**src/rtl/sar_host_seq_pkg.sv**
```systemverilog
package sar_host_seq_pkg;

   typedef enum logic [3:0] {
      ST_IDLE,
      ST_WAKE,
      ST_ARM,
      ST_EDGE1,
      ST_ACQ,
      ST_EDGE2,
      ST_CONV,
      ST_RDLO,
      ST_RDHI,
      ST_DONE
   } seq_state_t;

   function automatic int max_of(input int a, input int b);
      return (a > b) ? a : b;
   endfunction

endpackage

```
**src/rtl/sar_host_seq_timer.sv**
```systemverilog
module sar_host_seq_timer #(
   parameter int W = 8
) (
   input  logic         clk,
   input  logic         rst_n,
   input  logic         load_i,
   input  logic [W-1:0] val_i,
   output logic         zero_o
);
   logic [W-1:0] cnt_q;

   always_ff @(posedge clk or negedge rst_n) begin
      if (!rst_n)              cnt_q <= '0;
      else if (load_i)         cnt_q <= val_i;
      else if (cnt_q != '0)    cnt_q <= cnt_q - 1'b1;
   end

   assign zero_o = (cnt_q == '0);
endmodule

```
**src/rtl/sar_host_seq_sync.sv**
```systemverilog
module sar_host_seq_sync #(
   parameter int STAGES = 2
) (
   input  logic clk,
   input  logic rst_n,
   input  logic d_i,
   output logic q_o
);
   generate
      if (STAGES == 0) begin : g_bypass
         assign q_o = d_i;
      end else begin : g_chain
         logic [STAGES-1:0] sh_q;
         always_ff @(posedge clk or negedge rst_n) begin
            if (!rst_n) sh_q <= '1;
            else        sh_q <= {sh_q[STAGES-2+((STAGES==1)?1:0):0], d_i};
         end
         assign q_o = sh_q[STAGES-1];
      end
   endgenerate
endmodule

```
**src/rtl/sar_host_seq_pack.sv**
```systemverilog
module sar_host_seq_pack #(
   parameter int BUS_W  = 8,
   parameter int DATA_W = 14
) (
   input  logic              clk,
   input  logic              rst_n,
   input  logic              cap_lo_i,
   input  logic              cap_hi_i,
   input  logic [BUS_W-1:0]  bus_i,
   output logic [DATA_W-1:0] word_o
);
   localparam int HI_W = DATA_W - BUS_W;

   logic [BUS_W-1:0] lo_q;
   logic [HI_W-1:0]  hi_q;

   always_ff @(posedge clk or negedge rst_n) begin
      if (!rst_n) begin
         lo_q <= '0;
         hi_q <= '0;
      end else begin
         if (cap_lo_i) lo_q <= bus_i;
         if (cap_hi_i) hi_q <= bus_i[HI_W-1:0];
      end
   end

   assign word_o = {hi_q, lo_q};
endmodule

```
**src/rtl/sar_host_seq.sv**
```systemverilog
module sar_host_seq
   import sar_host_seq_pkg::*;
#(
   parameter int CLK_KHZ      = 125000,
   parameter int ACQ_CYC      = 138,
   parameter int CONV_TMO_CYC = 640,
   parameter int WAKE_CYC     = 1250000,
   parameter int SETTLE_CYC   = 2,
   parameter int SYNC_STAGES  = 2,
   parameter int BUS_W        = 8,
   parameter int DATA_W       = 14
) (
   input  logic              clk,
   input  logic              rst_n,
   input  logic              start_i,
   input  logic              shutdown_i,
   output logic              busy_o,
   output logic              asleep_o,
   output logic [DATA_W-1:0] data_o,
   output logic              valid_o,
   output logic              timeout_o,
   output logic              adc_cs_n_o,
   output logic              adc_rc_o,
   output logic              adc_hben_o,
   input  logic              adc_eoc_n_i,
   input  logic [BUS_W-1:0]  adc_bus_i
);
   localparam int ACQ_FLOOR  = (1100 * CLK_KHZ + 999999) / 1000000;
   localparam int CONV_FLOOR = (4700 * CLK_KHZ + 999999) / 1000000;
   localparam int WAKE_FLOOR = 10 * CLK_KHZ;
   localparam int MAXV = max_of(max_of(WAKE_CYC, CONV_TMO_CYC), max_of(ACQ_CYC, SETTLE_CYC));
   localparam int CNT_W = $clog2(MAXV + 1);

   generate
      if (ACQ_CYC < ACQ_FLOOR || ACQ_CYC < 2) begin : g_bad_acq
         $error("acquisition window below 1.1 us floor");
      end
      if (CONV_TMO_CYC <= CONV_FLOOR) begin : g_bad_tmo
         $error("conversion timeout not above 4.7 us");
      end
      if (WAKE_CYC < WAKE_FLOOR) begin : g_bad_wake
         $error("wake-up wait below 10 ms floor");
      end
      if (SETTLE_CYC < 1) begin : g_bad_settle
         $error("bus settle delay must be at least one cycle");
      end
      if (DATA_W <= BUS_W || DATA_W - BUS_W > BUS_W) begin : g_bad_width
         $error("result must span exactly two bus reads");
      end
   endgenerate

   seq_state_t        state_q, state_d;
   logic              mode_q, dummy_q, asleep_q, valid_q, tmo_q;
   logic [DATA_W-1:0] data_q, word;
   logic              eoc_s, eoc_prev_q, eoc_fall;
   logic              tmr_load, tmr_zero, cap_lo, cap_hi;
   logic [CNT_W-1:0]  tmr_val;

   sar_host_seq_sync #(.STAGES(SYNC_STAGES)) i_sync (
      .clk(clk), .rst_n(rst_n), .d_i(adc_eoc_n_i), .q_o(eoc_s));

   sar_host_seq_timer #(.W(CNT_W)) i_timer (
      .clk(clk), .rst_n(rst_n), .load_i(tmr_load), .val_i(tmr_val), .zero_o(tmr_zero));

   sar_host_seq_pack #(.BUS_W(BUS_W), .DATA_W(DATA_W)) i_pack (
      .clk(clk), .rst_n(rst_n), .cap_lo_i(cap_lo), .cap_hi_i(cap_hi),
      .bus_i(adc_bus_i), .word_o(word));

   assign eoc_fall = eoc_prev_q & ~eoc_s;

   always_comb begin
      state_d  = state_q;
      tmr_load = 1'b0;
      tmr_val  = '0;
      cap_lo   = 1'b0;
      cap_hi   = 1'b0;
      unique case (state_q)
         ST_IDLE: if (start_i) begin
            if (asleep_q) begin
               state_d  = ST_WAKE;
               tmr_load = 1'b1;
               tmr_val  = CNT_W'(WAKE_CYC - 1);
            end else begin
               state_d  = ST_ARM;
            end
         end
         ST_WAKE:  if (tmr_zero) state_d = ST_ARM;
         ST_ARM:   state_d = ST_EDGE1;
         ST_EDGE1: begin
            state_d  = ST_ACQ;
            tmr_load = 1'b1;
            tmr_val  = CNT_W'(ACQ_CYC - 2);
         end
         ST_ACQ:   if (tmr_zero) state_d = ST_EDGE2;
         ST_EDGE2: begin
            state_d  = ST_CONV;
            tmr_load = 1'b1;
            tmr_val  = CNT_W'(CONV_TMO_CYC - 1);
         end
         ST_CONV: begin
            if (eoc_fall) begin
               state_d  = ST_RDLO;
               tmr_load = 1'b1;
               tmr_val  = CNT_W'(SETTLE_CYC - 1);
            end else if (tmr_zero) begin
               state_d = ST_IDLE;
            end
         end
         ST_RDLO: if (tmr_zero) begin
            state_d  = ST_RDHI;
            cap_lo   = 1'b1;
            tmr_load = 1'b1;
            tmr_val  = CNT_W'(SETTLE_CYC - 1);
         end
         ST_RDHI: if (tmr_zero) begin
            state_d = ST_DONE;
            cap_hi  = 1'b1;
         end
         ST_DONE:  state_d = dummy_q ? ST_ARM : ST_IDLE;
         default:  state_d = ST_IDLE;
      endcase
   end

   always_ff @(posedge clk or negedge rst_n) begin
      if (!rst_n) begin
         state_q    <= ST_IDLE;
         mode_q     <= 1'b0;
         dummy_q    <= 1'b0;
         asleep_q   <= 1'b1;
         valid_q    <= 1'b0;
         tmo_q      <= 1'b0;
         data_q     <= '0;
         eoc_prev_q <= 1'b1;
      end else begin
         state_q    <= state_d;
         eoc_prev_q <= eoc_s;
         valid_q    <= 1'b0;
         tmo_q      <= 1'b0;
         if (state_q == ST_IDLE && start_i) begin
            mode_q  <= shutdown_i;
            dummy_q <= asleep_q;
            if (asleep_q) asleep_q <= 1'b0;
         end
         if (state_q == ST_CONV && !eoc_fall && tmr_zero) begin
            tmo_q    <= 1'b1;
            asleep_q <= 1'b1;
         end
         if (state_q == ST_DONE) begin
            if (dummy_q) begin
               dummy_q <= 1'b0;
            end else begin
               valid_q  <= 1'b1;
               data_q   <= word;
               asleep_q <= mode_q;
            end
         end
      end
   end

   assign busy_o     = (state_q != ST_IDLE);
   assign asleep_o   = asleep_q;
   assign data_o     = data_q;
   assign valid_o    = valid_q;
   assign timeout_o  = tmo_q;
   assign adc_cs_n_o = !(state_q == ST_EDGE1 || state_q == ST_EDGE2 ||
                         state_q == ST_RDLO  || state_q == ST_RDHI);
   assign adc_rc_o   = (state_q == ST_ACQ || state_q == ST_EDGE2) ? (mode_q & ~dummy_q) :
                       (state_q == ST_CONV || state_q == ST_RDLO || state_q == ST_RDHI);
   assign adc_hben_o = (state_q == ST_RDHI);
endmodule

```
**config.mk**
```make
export PLATFORM = sky130hd
export DESIGN_NAME = sar_host_seq
export DESIGN_NICKNAME = d
export VERILOG_FILES = /design/src/rtl/sar_host_seq_pkg.sv /design/src/rtl/sar_host_seq_timer.sv /design/src/rtl/sar_host_seq_sync.sv /design/src/rtl/sar_host_seq_pack.sv /design/src/rtl/sar_host_seq.sv
export SDC_FILE = /design/constraint.sdc
export NUM_CORES = 1
export LEC_CHECK = 0
export CAP_MARGIN = 20
export CELL_PAD_IN_SITES_DETAIL_PLACEMENT = 0
export CELL_PAD_IN_SITES_GLOBAL_PLACEMENT = 2
export CORE_ASPECT_RATIO = 2
export CORE_MARGIN = 2
export CORE_UTILIZATION = 37
export DETAILED_ROUTE_END_ITERATION = 6
export DONT_BUFFER_PORTS = 1
export GPL_TIMING_DRIVEN = 0
export PLACE_DENSITY_LB_ADDON = 0.1
export SYNTH_ARGS = -nofsm -noshare
export SYNTH_HDL_FRONTEND = slang
export SYNTH_SLANG_ARGS = --single-unit
```
**constraint.sdc**
```tcl
create_clock -name clk -period 2.2 [get_ports clk]
set_input_delay 0.22 -clock clk [delete_from_list [all_inputs] [get_ports clk]]
set_output_delay 0.22 -clock clk [all_outputs]
set_load 0.01 [all_outputs]
```
==> results.txt <==
LEAKAGE - 1.71 nW
post-synth top area share - 48.1%
CP startpoint kind - register
hold_sp - adc_bus_i[1]
non-filler cells, final - 401
Sw Share - 21.1%
Inserted Clock Buffers - 9
final net count - 314
Core Region - 7890 um2
min Tclk post-route - 2.20 ns
share of layout cells above drive strength 1 - 37.0%
initial antenna violation count - 0
library cells used by synthesis - 56
critical path type - register to register
Die Ht - 131 um
GRT overflow - 0
area share of fa/ha/maj cells after synthesis - 0.422%
die footprint - 8800 um2
largest family of logic cells by synthesized area - simple AND/OR/NAND/NOR gates
CP Max Fanout - 3
max_slew headroom - 61.8%
Critical Path AT - 2.40 ns
All-Layer GR Usage - 20.2%
violated checks - negative setup slack
Root Buffer - clkbuf_16
Hold Vio Cnt, Final - 0
CTS clk-pin slew, worst paths - 0.06 ns
Power Total - 2.56 mW
FILL cells - 758
Worst Hold Depth - 1
Post-synth EDFFs - 0
Clk pwr share - 54.5%
Cell Chain, Critical Path - buf_4 -> or4_4 -> or4_4 -> or3_4 -> xor2_1 -> o21ai_1
flops & latches, synth - 61
post-synthesis xor/xnor area fraction - 5.61%
Primary FF master, synth - dfrtp_1
DR WL/cell - 20.3 um
multi-input logic area - 1540 um2
Critical Path Most Common Cell - or4_4
Die W - 67.3 um
Routability Congestion - 0.808
Crit path largest cell delay - 0.53 ns
drt pass-1 iters - 4
port bufs - 0
hpwl dp - 5720 um
Clock Path Buffers - 2
Worst Clk Skew - 0.00641 ns
IO Count - 34
CP delay by family, top - simple AND/OR/NAND/NOR gates
DRC viols - 0
status - complete, but fails checks
Iteration-0 DRC Markers - 80
# setup viols final - 1
worst r2r path cells - 6
register share of total power - 44.2%
Critical Path End Type - register
worst r2r dst - i_timer.cnt_q[9]$_DFFE_PN0P_
Hold WC Path Type - primary input to register
Power Internal - 2.02 mW
clock latency at the later pin of the worst-skew pair - 0.33 ns
Synth Area in Simple Gates - 19.0%
diode count - 0
max cap viols - 0
cells after synthesis - 265
TritonCTS clock tree - built
fmax - 454 MHz
H-tree depth - 3
vias in the first global route - 2318
via/cell ratio - 5.58
Worst Hold End - i_pack.hi_q[1]$_DFFE_PN0P_
Synth Area in Compound Gates - 9.19%
dpl cells - 361
area leader, netlist - dfrtp_1
unrepaired setup endpoints after global routing - yes
Final WS setup - -0.000255 ns
synth top area cells - dfrtp_1, mux2_2, dfstp_2
proportion of synthesized area in mux cells - 11.8%
Post-Synthesis Cell Area - 2970 um2
Worst R2R Setup Slack - -0.0003 ns
WL final - 8130 um
Clock Sinks - 61
warnings from Yosys - 0
CP max stage cell - or4_4
top cells by count, synth - dfrtp_1, mux2_2, nor2_1, nand2_1, nand3_1
synthesized area per cell - 11.2 um2
pin count of the biggest net entering global routing - 62
Area growth syn-to-layout - 29.8%
R2R Path Start - i_timer.cnt_q[1]$_DFFE_PN0P_
Initial Util - 37.6%
count of pins over their slew limit - 0
most frequent cell after synthesis - dfrtp_1
first-pass GRT wire length - 12400 um
CP required - 2.40 ns
post-synthesis sequential area ratio - 51.6%
Least-Margin Pin Slew - 0.568 ns
DRT antenna net count - 0
combinational share of power - 1.3%
worst vdd rail ir drop - 0.000495 V
Psw - 0.540 mW
standard-cell rows - 46
syn_nets - 279
Power Dens Cells - 663 nW/um2
period utilization - 100%
vias - 2236
Sequential Area - 1530 um2
WP buf/inv - 1
FFs w/ async S/R, synth - 100%
[routing by layer]
layer	vias up	wire, um	track usage [%]
met3	24	377	5.82
met2	61	4650	37.0
met1	1117	2720	19.2
met5	-	0	0
met4	0	383	12.0
li1	1034	-	-
[power by group through the flow]
stage          sequential (mW)  clock, mW  combinational, mW
3_5_place_dp              1.15          0            0.00282
4_1_cts                   1.13       1.43             0.0354
6_report                  1.13       1.39             0.0333
2_1_floorplan             1.15          0            0.00245
3_3_place_gp              1.15          0            0.00283
5_1_grt                   1.13       1.48             0.0384
[worst register-to-register path, cell delays in order (launching register included)]
cell	delay, ns
dfrtp_1	0.38
buf_4	0.14
or4_4	0.53
or4_4	0.44
or3_4	0.35
xor2_1	0.17
o21ai_1	0.07
[cell usage in the layout (no fill, tap or decap), drive strengths merged, types with 3 or more instances in the layout]
cell | netlist | layout
dfstp | 4 | 4
nand3 | 12 | 12
clkinv | 0 | 4
nor3 | 6 | 6
or4 | 6 | 6
buf | 4 | 27
o21ai | 7 | 7
mux2 | 30 | 30
a21oi | 11 | 11
clkbuf | 5 | 13
nand2b | 3 | 3
dfrtp | 57 | 57
nor2 | 26 | 26
o211ai | 3 | 3
nor4 | 7 | 7
a211oi | 3 | 3
xnor2 | 11 | 11
xor2 | 8 | 8
or3 | 5 | 5
nand2 | 15 | 15
inv | 8 | 8
nor2b | 6 | 6
[metrics by stage]
step	utilization, %	setup WS (ns)	area [um2]	hold slack [ns]	setup TNS (ns)
finish	48.9	-0.000255	3850	0.0370	-0.000255
global route	48.9	-0.0956	3850	0.0256	-0.619
CTS	47.6	-0.0289	3750	0.0297	-0.290
detailed placement	39.2	-0.574	3090	-0.0736	-18.05
global placement	39.2	-0.548	3090	-0.0735	-17.84
floorplan	-	0.0267	2970	-0.0756	0
[area by class of cell]
type | count | area share, %
clock inverter | 7 | 1.98
multi-input combinational | 187 | 39.9
inverter | 8 | 0.779
sequential | 61 | 39.8
timing repair buffer | 27 | 7.69
buffer | 6 | 0.844
tap | 96 | 3.12
clock buffer | 9 | 5.84
[state kept, by name (all words and copies together), names as in the netlist]
signal	cells
i_timer.cnt_q	21
eoc_prev_q	1
dummy_q	1
valid_o	1
data_o	14
i_sync.g_chain.sh_q	2
state_q	4
mode_q	1
i_pack.hi_q	6
timeout_o	1
i_pack.lo_q	8
asleep_o	1
[kinds of logic (layout without fill, tap and decap cells)]
family / Yosys count / after routing
multiplexers: 31 / 31
buffers and inverters: 17 / 57
XOR/XNOR: 19 / 19
adder cells (fa/ha/maj): 1 / 1
flip-flops: 61 / 61
AO/OA/AOI/OAI: 40 / 40
AND/OR/NAND/NOR: 96 / 96
[worst max-delay path by stage]
stage	from	slack, ns	depth (start not counted)	end
global route	i_timer.cnt_q[1]$_DFFE_PN0P_	-0.1	6	i_timer.cnt_q[9]$_DFFE_PN0P_
global placement	i_timer.cnt_q[17]$_DFFE_PN0P_	-0.55	5	state_q[1]$_DFFE_PN0P_
finish	i_timer.cnt_q[1]$_DFFE_PN0P_	-0.0003	6	i_timer.cnt_q[9]$_DFFE_PN0P_
detailed placement	i_timer.cnt_q[17]$_DFFE_PN0P_	-0.57	5	state_q[1]$_DFFE_PN0P_
floorplan	i_timer.cnt_q[0]$_DFFE_PN0P_	0.03	7	i_pack.lo_q[0]$_DFFE_PN0P_
CTS	i_timer.cnt_q[1]$_DFFE_PN0P_	-0.03	8	i_timer.cnt_q[0]$_DFFE_PN0P_
[timing repair]
item                       in CTS  in global routing
setup endpoints to repair      55                 34
resized for setup              36                 22
hold endpoints to repair       62                  0
hold buffers                    3                  0
cloned                          1                  0
pin swaps                       9                 12
buffers inserted               17                  6
No activity file was read; power rests on OpenSTA's default activity.
